## config.mk

```make
export PLATFORM = sky130hd
export DESIGN_NAME = slot_pace_calc
export DESIGN_NICKNAME = d
export VERILOG_FILES = /design/src/rtl/slot_pace_pkg.sv /design/src/rtl/slot_pace_div.sv /design/src/rtl/slot_pace_mul.sv /design/src/rtl/slot_pace_calc.sv
export SDC_FILE = /design/constraint.sdc
export NUM_CORES = 2
export LEC_CHECK = 0
export ABC_CLOCK_PERIOD_IN_PS = 17300
export BUFFER_PORTS_ARGS = -buffer_cell sky130_fd_sc_hd__buf_2
export CORE_MARGIN = 1.5
export CORE_UTILIZATION = 64
export DETAILED_ROUTE_END_ITERATION = 8
export PLACE_DENSITY = 0.82
export SYNTH_ARGS = -nofsm -noshare
export SYNTH_HDL_FRONTEND = slang
export SYNTH_SLANG_ARGS = --single-unit
export TNS_END_PERCENT = 100
```

## constraint.sdc

```tcl
create_clock -name clk -period 17.3 [get_ports clk]
set_input_delay 1.73 -clock clk [delete_from_list [all_inputs] [get_ports clk]]
set_output_delay 1.73 -clock clk [all_outputs]
set_load 0.01 [all_outputs]
```

## src/rtl/slot_pace_pkg.sv

```systemverilog
package slot_pace_pkg;
   localparam int QW   = 64;
   localparam int FRAC = 32;

   typedef enum logic [3:0] {
      ST_IDLE, ST_DMIN, ST_DMAX, ST_MDSC, ST_MFEC,
      ST_PREP, ST_MEN, ST_DFR, ST_MLN, ST_FIN
   } pace_st_t;
endpackage

```

## src/rtl/slot_pace_div.sv

```systemverilog
module slot_pace_div #(
   parameter int W = 64
) (
   input  logic         clk,
   input  logic         rst_n,
   input  logic         start,
   input  logic [W-1:0] num,
   input  logic [W-1:0] den,
   output logic [W-1:0] quo,
   output logic         done
);
   localparam int CW = $clog2(W + 1);

   if (W < 2) begin : g_bad_w
      $error("slot_pace_div: W must be at least 2");
   end

   logic [W-1:0]  q_r, r_r, d_r;
   logic [CW-1:0] cnt;
   logic          run;
   logic [W:0]    sh, diff;
   logic          fits;

   assign sh   = {r_r, q_r[W-1]};
   assign diff = sh - {1'b0, d_r};
   assign fits = sh >= {1'b0, d_r};
   assign quo  = q_r;

   always_ff @(posedge clk) begin
      if (!rst_n) begin
         q_r  <= '0;
         r_r  <= '0;
         d_r  <= '0;
         cnt  <= '0;
         run  <= 1'b0;
         done <= 1'b0;
      end else begin
         done <= 1'b0;
         if (start) begin
            q_r <= num;
            r_r <= '0;
            d_r <= den;
            cnt <= CW'(W);
            run <= 1'b1;
         end else if (run) begin
            r_r <= fits ? diff[W-1:0] : sh[W-1:0];
            q_r <= {q_r[W-2:0], fits};
            cnt <= cnt - CW'(1);
            if (cnt == CW'(1)) begin
               run  <= 1'b0;
               done <= 1'b1;
            end
         end
      end
   end
endmodule

```

## src/rtl/slot_pace_mul.sv

```systemverilog
module slot_pace_mul #(
   parameter int W    = 64,
   parameter bit FAST = 1'b0
) (
   input  logic           clk,
   input  logic           rst_n,
   input  logic           start,
   input  logic [W-1:0]   a,
   input  logic [W-1:0]   b,
   output logic [2*W-1:0] prod,
   output logic           done
);
   localparam int STEP = FAST ? 2 : 1;
   localparam int ITER = W / STEP;
   localparam int CW   = $clog2(ITER + 1);

   if (W % 2 != 0) begin : g_bad_w
      $error("slot_pace_mul: W must be even");
   end

   logic [2*W-1:0] acc, mc, addend;
   logic [W-1:0]   mp;
   logic [CW-1:0]  cnt;
   logic           run;

   if (FAST) begin : g_radix4
      assign addend = (mp[0] ? mc : '0) + (mp[1] ? {mc[2*W-2:0], 1'b0} : '0);
   end else begin : g_radix2
      assign addend = mp[0] ? mc : '0;
   end

   assign prod = acc;

   always_ff @(posedge clk) begin
      if (!rst_n) begin
         acc  <= '0;
         mc   <= '0;
         mp   <= '0;
         cnt  <= '0;
         run  <= 1'b0;
         done <= 1'b0;
      end else begin
         done <= 1'b0;
         if (start) begin
            acc <= '0;
            mc  <= {{W{1'b0}}, a};
            mp  <= b;
            cnt <= CW'(ITER);
            run <= 1'b1;
         end else if (run) begin
            acc <= acc + addend;
            mc  <= mc << STEP;
            mp  <= mp >> STEP;
            cnt <= cnt - CW'(1);
            if (cnt == CW'(1)) begin
               run  <= 1'b0;
               done <= 1'b1;
            end
         end
      end
   end
endmodule

```

## src/rtl/slot_pace_calc.sv

```systemverilog
module slot_pace_calc
   import slot_pace_pkg::*;
#(
   parameter int PCLK_W   = 20,
   parameter int BPP_W    = 8,
   parameter int PBN_W    = 15,
   parameter int LCLK_W   = 20,
   parameter int LANE_W   = 3,
   parameter bit FAST_MUL = 1'b0
) (
   input  logic              clk,
   input  logic              rst_n,
   input  logic              start,
   input  logic [PCLK_W-1:0] pclk_khz,
   input  logic [BPP_W-1:0]  bpp,
   input  logic              comp_en,
   input  logic [BPP_W-1:0]  comp_bpp,
   input  logic [PBN_W-1:0]  pbn,
   input  logic [LCLK_W-1:0] lclk,
   input  logic [LANE_W-1:0] lanes,
   input  logic [63:0]       dsc_fp,
   input  logic [63:0]       fec_fp,
   output logic              busy,
   output logic              done,
   output logic              err,
   output logic [31:0]       x_int,
   output logic [8:0]        y_frac
);
   localparam int EN_W = LANE_W + 8;
   localparam int Y_W  = 9;

   if (PCLK_W + BPP_W + 3 > FRAC) begin : g_bad_pix
      $error("slot_pace_calc: pixel rate product exceeds integer range");
   end
   if (PBN_W + 16 > FRAC) begin : g_bad_pbn
      $error("slot_pace_calc: bandwidth product exceeds integer range");
   end
   if (LCLK_W + LANE_W > QW) begin : g_bad_den
      $error("slot_pace_calc: divisor too wide");
   end

   pace_st_t          st;
   logic              kick;
   logic [PCLK_W-1:0] pclk_r;
   logic [BPP_W-1:0]  bpp_r;
   logic [PBN_W-1:0]  pbn_r;
   logic [LCLK_W-1:0] lclk_r;
   logic [LANE_W-1:0] lanes_r;
   logic [QW-1:0]     dsc_r, fec_r;
   logic [QW-1:0]     minq, raw, tss;
   logic [EN_W-1:0]   enum_r;
   logic [EN_W-1:0]   lane_scale;

   logic [QW-1:0]     div_num, div_den, div_quo;
   logic              div_done, div_start;
   logic [QW-1:0]     mul_a, mul_b;
   logic [2*QW-1:0]   mul_prod;
   logic              mul_done, mul_start;
   logic [QW:0]       bound_sum;

   assign lane_scale = {lanes_r, 8'd0};
   assign bound_sum  = {1'b0, minq} + {1'b0, div_quo};
   assign div_start  = kick && (st == ST_DMIN || st == ST_DMAX || st == ST_DFR);
   assign mul_start  = kick && (st == ST_MDSC || st == ST_MFEC ||
                                st == ST_MEN  || st == ST_MLN);

   always_comb begin
      div_num = '0;
      div_den = QW'(lclk_r) * QW'(lanes_r);
      case (st)
         ST_DMIN: div_num = (QW'(pclk_r) * QW'(bpp_r) * QW'(8)) << FRAC;
         ST_DMAX: div_num = (QW'(pbn_r) * QW'(54000)) << FRAC;
         ST_DFR: begin
            div_num = QW'(enum_r) << FRAC;
            div_den = QW'(lane_scale);
         end
         default: ;
      endcase
   end

   always_comb begin
      mul_a = raw;
      mul_b = '0;
      case (st)
         ST_MDSC: mul_b = dsc_r;
         ST_MFEC: mul_b = fec_r;
         ST_MEN: begin
            mul_a = {{(QW-FRAC){1'b0}}, raw[FRAC-1:0]};
            mul_b = QW'(lane_scale);
         end
         ST_MLN: begin
            mul_a = tss;
            mul_b = QW'(lanes_r);
         end
         default: ;
      endcase
   end

   slot_pace_div #(.W(QW)) u_div (
      .clk   (clk),
      .rst_n (rst_n),
      .start (div_start),
      .num   (div_num),
      .den   (div_den),
      .quo   (div_quo),
      .done  (div_done)
   );

   slot_pace_mul #(.W(QW), .FAST(FAST_MUL)) u_mul (
      .clk   (clk),
      .rst_n (rst_n),
      .start (mul_start),
      .a     (mul_a),
      .b     (mul_b),
      .prod  (mul_prod),
      .done  (mul_done)
   );

   always_ff @(posedge clk) begin
      if (!rst_n) begin
         st      <= ST_IDLE;
         kick    <= 1'b0;
         pclk_r  <= '0;
         bpp_r   <= '0;
         pbn_r   <= '0;
         lclk_r  <= '0;
         lanes_r <= '0;
         dsc_r   <= '0;
         fec_r   <= '0;
         minq    <= '0;
         raw     <= '0;
         tss     <= '0;
         enum_r  <= '0;
         busy    <= 1'b0;
         done    <= 1'b0;
         err     <= 1'b0;
         x_int   <= '0;
         y_frac  <= '0;
      end else begin
         kick <= 1'b0;
         done <= 1'b0;
         case (st)
            ST_IDLE: if (start) begin
               pclk_r  <= pclk_khz;
               bpp_r   <= comp_en ? comp_bpp : bpp;
               pbn_r   <= pbn;
               lclk_r  <= lclk;
               lanes_r <= lanes;
               dsc_r   <= dsc_fp;
               fec_r   <= fec_fp;
               if (lclk == '0 || lanes == '0) begin
                  err    <= 1'b1;
                  x_int  <= '0;
                  y_frac <= '0;
                  done   <= 1'b1;
               end else begin
                  busy <= 1'b1;
                  st   <= ST_DMIN;
                  kick <= 1'b1;
               end
            end
            ST_DMIN: if (div_done) begin
               minq <= div_quo;
               st   <= ST_DMAX;
               kick <= 1'b1;
            end
            ST_DMAX: if (div_done) begin
               raw <= bound_sum[QW:1];
               if (dsc_r != '0) begin
                  st <= ST_MDSC; kick <= 1'b1;
               end else if (fec_r != '0) begin
                  st <= ST_MFEC; kick <= 1'b1;
               end else begin
                  st <= ST_PREP;
               end
            end
            ST_MDSC: if (mul_done) begin
               raw <= mul_prod[QW+FRAC-1:FRAC];
               if (fec_r != '0) begin
                  st <= ST_MFEC; kick <= 1'b1;
               end else begin
                  st <= ST_PREP;
               end
            end
            ST_MFEC: if (mul_done) begin
               raw <= mul_prod[QW+FRAC-1:FRAC];
               st  <= ST_PREP;
            end
            ST_PREP: begin
               kick <= 1'b1;
               if (raw[FRAC-1:0] == '0) begin
                  enum_r <= lane_scale;
                  st     <= ST_DFR;
               end else begin
                  st <= ST_MEN;
               end
            end
            ST_MEN: if (mul_done) begin
               enum_r <= mul_prod[FRAC+EN_W-1:FRAC];
               st     <= ST_DFR;
               kick   <= 1'b1;
            end
            ST_DFR: if (div_done) begin
               tss  <= {raw[QW-1:FRAC], {FRAC{1'b0}}} + div_quo;
               st   <= ST_MLN;
               kick <= 1'b1;
            end
            ST_MLN: if (mul_done) begin
               tss <= mul_prod[QW-1:0];
               st  <= ST_FIN;
            end
            ST_FIN: begin
               x_int  <= tss[QW-1:FRAC];
               y_frac <= {1'b0, tss[FRAC-1 -: 8]} + Y_W'(|tss[FRAC-9:0]);
               err    <= 1'b0;
               done   <= 1'b1;
               busy   <= 1'b0;
               st     <= ST_IDLE;
            end
            default: st <= ST_IDLE;
         endcase
      end
   end
endmodule

```

Word-level counts from Yosys, hierarchy flattened
Index checks and enable logic that the tools add are counted.
W data, S select, Z words.
{"block": "classes", "n_addsub": 7, "mul": 3, "n_lt_le_gt_ge": 1, "n_eq_ne": 23, "n_mux": 71, "n_bitwise": 3, "reduce_logical": 35}
{"cell": "$mux W64", "count": 11}
{"cell": "$pmux W64 S2", "count": 3}
{"cell": "$pmux W64 S4", "count": 1}
{"cell": "$pmux W63 S3", "count": 1}
{"cell": "$add A128 B128 Y128", "count": 1}
{"cell": "$mux W128", "count": 1}
{"cell": "$reduce_bool A64 Y1", "count": 2}
{"cell": "$add A64 B64 Y65", "count": 1}
{"cell": "$ge A65 B64 Y1", "count": 1}
{"cell": "$add A64 B64 Y64", "count": 1}
{"cell": "$mux W32", "count": 2}
{"cell": "$pmux W32 S2", "count": 1}
{"cell": "$sub A64 B64 Y64", "count": 1}
{"cell": "$mux W4", "count": 9}
{"cell": "$pmux W4 S9", "count": 1}
{"cell": "$logic_not A32 Y1", "count": 1}
{"cell": "$mul A20 B8 Y28", "count": 1}
{"cell": "$mux W7", "count": 4}
{"cell": "$mul A15 B12 Y27 const B", "count": 1}
{"cell": "$mux W1", "count": 24}
{"cell": "$reduce_or A24 Y1", "count": 1}
{"cell": "$mul A20 B3 Y23", "count": 1}
{"cell": "$mux W23", "count": 1}
{"cell": "$mux W11", "count": 2}
{"cell": "other kinds (28)", "count": 70}
{"block": "totals", "regBits": 976, "inputBits": 206, "out_inout_bits": 44, "elab_cells": 176}

Depth between registers and ports, before layout
{"block": "depth", "ltp_word": 6, "depth_mapped": 23, "mapped_depth_nobuf": 22}

By module
Synthesis repeated with hierarchy kept, for this count alone.
{"block": "hier_totals", "cells_unflattened": 9017, "hier_area_um2": 69888.3}
{"mod": "slot_pace_calc", "n_inst": 1, "cells_each": 4587, "area_each_um2": 35048.6, "seq_area_each_um2": 8928.6}
{"mod": "slot_pace_mul", "n_inst": 1, "cells_each": 2860, "area_each_um2": 22205.0, "seq_area_each_um2": 6586.3}
{"mod": "slot_pace_div", "n_inst": 1, "cells_each": 1570, "area_each_um2": 12634.6, "seq_area_each_um2": 4023.9}

Least setup slack after synthesis
Ideal clock, no wire load.
{"block": "synth_timing", "path_kind": "reg-to-reg", "start": "reg bpp_r[7]", "end": "reg u_div.q_r[61] (netlist: u_div.quo[61])", "setup_time_ps": 137, "t_arrival_ps": 5555, "t_required_ps": 17163, "path_slack_ps": 11608, "path_stages_with_launch": 21, "n_path_buf": 1, "synth_period_minus_slack_ps": 5692, "path_cell_list": "dfxtp_1 > clkbuf_1 > nand2_1 > fa_1 > fa_1 > inv_1 > fa_1 > inv_1 > fa_1 > inv_1 > ha_1 > a2111oi_0 > o31ai_1 > o311a_1 > o31ai_1 > a21oi_1 > a221oi_1 > o21ai_0 > xor2_1 > a221oi_1 > a211oi_1"}
{"block": "synth_via", "elab_chain_cells": 3}
{"element": "start, declared", "line": "slot_pace_calc.sv:45", "source": "logic [BPP_W-1:0] bpp_r;"}
{"element": "start signal, assigned", "line": "slot_pace_calc.sv:145", "source": "bpp_r <= comp_en ? comp_bpp : bpp;"}
{"element": "$mul A20 B8 Y28", "line": "slot_pace_calc.sv:71", "source": "ST_DMIN: div_num = (QW'(pclk_r) * QW'(bpp_r) * QW'(8)) << FRAC;"}
{"element": "$pmux W63 S3", "line": "slot_pace_calc.sv:70", "source": "case (st)"}
{"element": "$mux W64", "line": "slot_pace_div.sv:39", "source": "if (start) begin"}
{"element": "end signal, assigned", "line": "slot_pace_div.sv:40", "source": "q_r <= num;"}
{"element": "end signal, assigned", "line": "slot_pace_div.sv:47", "source": "q_r <= {q_r[W-2:0], fits};"}
{"element": "end, declared", "line": "slot_pace_div.sv:18", "source": "logic [W-1:0] q_r, r_r, d_r;"}
Every way passes these cells.
A chain may end at the register's enable or synchronous reset.

Final worst setup path
Ends and elaborated chain as after synthesis.

==> metrics.md <==
| Metric | Value |
|---|---|
| Mean Syn Cell Area | `7.953 sq um` |
| Clk buf depth | `3` |
| First-pass GRT wire length | `273500 um` |
| Syn. warnings | `0` |
| Post-Synthesis Cells | `7338` |
| Total power | `7.052 mW` |
| DR pass1 iterations | `6` |
| Count of final hold-check violations | `0` |
| Core area | `0.09015 sq mm` |
| Area Growth Syn to Fin | `8.087%` |
| Synth area leaders | `dfxtp_1 (30%), ha_1 (8.3%), nand2_1 (7.7%), fa_1 (6.9%), a21oi_1 (5.9%)` |
| RSZ-0062 raised after global routing | `no` |
| Top cell types by occurrence after synthesis | `nand2_1 (1204), dfxtp_1 (871), a21oi_1 (689), nor2_1 (485), clkbuf_1 (430)` |
| Postcts setup bufs | `0` |
| Post-CTS Hold Buffers | `0` |
| Critical Path Sink Type | `register` |
| Hold WS | `0.4608 ns` |
| Fin crit period | `6.653 ns` |
| Syn Nets | `8132` |
| Cell Chain, Critical Path | `nand2_1, fa_1, fa_1, inv_1, fa_1, inv_1, fa_1, inv_1, ha_1, a2111oi_0, o31ai_1, o311a_1, o31ai_1, a21oi_1, a221oi_1, o21ai_0, xor2_1, a221oi_1, a211oi_1` |
| TritonCTS clock tree | `yes` |
| Leakage Power | `25.91 nW` |
| Total negative slack | `0 ns` |
| Ys async rst share | `0` |
| WP data arrival | `7.17 ns` |
| Final Max Slew Viols | `0` |
| Slowest-stage cell, CP | `dfxtp_1` |
| Share of the synthesized area in the top cell type | `0.2988` |
| Row count | `110` |
| Post-synth EDFFs | `0` |
| Post-cts resize count | `0` |
| Max-cap violations | `0` |
| Final GP Congestion | `0.9970` |
| Pwr dens | `111.8 mW/mm^2` |
| VDD IR max | `0.1166 mV` |
| Vias per inst | `6.304` |
| Startpoint types | `register` |
| Routed wire length per instance | `20.23 um` |
| Clock skew | `0.02993 ns` |
| Critical path fanouts, max | `21` |
| Vias in the first global route | `50838` |
| Max Clock Freq | `150.3 MHz` |
| Total track usage | `0.3621` |
| Initial DRC count | `5086` |
| Filler Cell Count | `7384` |
| Fin worst setup slack | `10.65 ns` |
| Layout Nets | `8059` |
| Die height | `305.0 um` |
| RR Startpoint | `bpp_r[7]$_SDFFE_PN0P_` |
| Hold Startpoint | `minq[60]$_SDFFE_PN0P_` |
| Antenna violations before repair | `8` |
| Hold Path Class | `register to register` |
| Die X-Extent | `305.0 um` |
| Critical Path Max Stage Delay | `0.76 ns` |
| Final Util | `0.6997` |
| Top_reg_cell synth | `dfxtp_1` |
| R2R cell count | `19` |
| # IOs | `250` |
| Crit-path most repeated cell | `fa_1` |
| Total gr overflow | `0` |
| Ratio of cells with drive above 1 in the final layout | `0.07007` |
| Starting density of the core | `0.6474` |
| Max H-tree Level | `3` |
| Netlist Area Pre-Place | `0.05836 sq mm` |
| I/O Buffers | `249` |
| Distinct cells, synth | `82` |
| Critical Path Source | `bpp_r[7]$_SDFFE_PN0P_` |
| Dpl cells | `8344` |
| CTS root buffer | `clkbuf_16` |
| Setup Viol. Count Final | `0` |
| Rel. slew slack | `0.1739` |
| Crit Path Category | `register to register` |
| Clk_lat worst skew | `0.69 ns` |
| Yosys top cell by area | `dfxtp_1` |
| Worst Max-Slew Pin Slew | `1.239 ns` |
| Largest net degree at the start of global routing | `194` |
| Post-Place Setup Slack | `10.70 ns` |
| Total die area | `0.09301 sq mm` |
| Design area | `0.06308 sq mm` |
| Count leader, synth | `nand2_1` |
| Placed Area | `0.05989 sq mm` |
| Clock sinks | `871` |
| Routed WL | `172200 um` |
| Status | `completed` |
| Worst-path clk slew | `0.06 ns` |
| Worst Hold Depth | `2` |
| Remaining antenna violation count | `0` |
| Via count | `53677` |
| Sequential area share after synthesis | `0.2988` |
| Worst path required time | `17.82 ns` |
| Yosys reg bits | `871` |
| Detail Placement HPWL | `125600 um` |
| CTS Buf Count | `95` |
| Final worst path period share | `0.3846` |
| Fin cells | `8515` |
| Drc violations | `0` |
## worst max-delay path, delay by kind of cell, from the launching register on
family          cells  cell delay, ns
simple gates        1            0.17
xor+xnor            1            0.17
compound gates      9            2.78
buf+inv             3            0.17
fa+ha+maj           5            2.43
flops               1            0.76
## metal layers
| metal | vias to the layer above | GRT usage | part of all wire |
|---|---|---|---|
| li1 | 25518 | - | - |
| met1 | 25507 | 0.4745 | 0.41 |
| met2 | 2242 | 0.5842 | 0.45 |
| met3 | 400 | 0.05257 | 0.080 |
| met4 | 10 | 0.1797 | 0.051 |
| met5 | - | 0 | 0.00037 |
## logic make-up (layout without fill, tap and decap cells)
logic type,count (synthesis),after routing,synth area share
buffers and inverters,883,881,0.05711
multiplexers,221,221,0.03797
flip-flops,871,871,0.2988
AND/OR/NAND/NOR,2555,2555,0.1985
XOR/XNOR,294,294,0.04412
other,0,3,0
adder cells (fa/ha/maj),588,588,0.1518
AO/OA/AOI/OAI,1926,1926,0.2118
## sequential cells by signal (all words and copies together), names as in the netlist, 4 cells and up
register / flops
dsc_r: 64
fec_r: 64
x_int: 32
bpp_r: 8
raw: 64
tss: 64
st: 4
enum_r: 11
u_mul.cnt: 7
u_div.r_r: 64
lclk_r: 20
u_mul.mp: 64
u_div.cnt: 7
u_mul.mc: 96
u_mul.prod: 96
pclk_r: 20
u_div.d_r: 23
u_div.quo: 64
y_frac: 9
pbn_r: 15
minq: 64
## worst paths after layout
kind	slack (ns)	end
setup / recovery	10.65	u_div.quo[61]$_SDFFE_PN0P_
hold / removal	0.46	minq[60]$_SDFFE_PN0P_
setup reg to reg	10.65	u_div.quo[61]$_SDFFE_PN0P_
hold reg to reg	0.46	minq[60]$_SDFFE_PN0P_
## cell type report
class                      count  area [sq um]  area share
clock inverter                31         387.9    0.006149
tap                         1176          1471     0.02333
antenna                        3         7.507   0.0001190
timing repair buffer         302          1669     0.02646
sequential                   871         17450      0.2766
clock buffer                 137          2789     0.04421
inverter                     411          1550     0.02458
multi-input combinational   5584         37760      0.5986
## where the power goes
part	total (mW)	internal, mW	switching (mW)
clock	2.09	1.22	0.865
sequential	2.38	2.16	0.227
combinational	2.58	0.996	1.59
total	7.05	4.37	2.68
## cells in the final DEF, fill, tap and decap left out, drive strengths merged, types with 43 or more instances in the layout
cell    netlist  routed
a221oi       94      94
a211oi      241     241
nor3         70      70
dfxtp       871     871
nand4        76      76
a31oi        43      43
and2        228     228
buf          42     302
clkbuf      430     137
mux2i       218     218
fa          200     200
nor2        485     485
xor2        103     103
a21oi       689     689
a311oi      135     135
o21bai       50      50
nand3       153     153
nor4         76      76
a21o        152     152
inv         410     413
ha          388     388
nor2b       104     104
xnor2       191     191
o21ai       316     316
nand2      1204    1204
(Power assumes the default switching activity.)
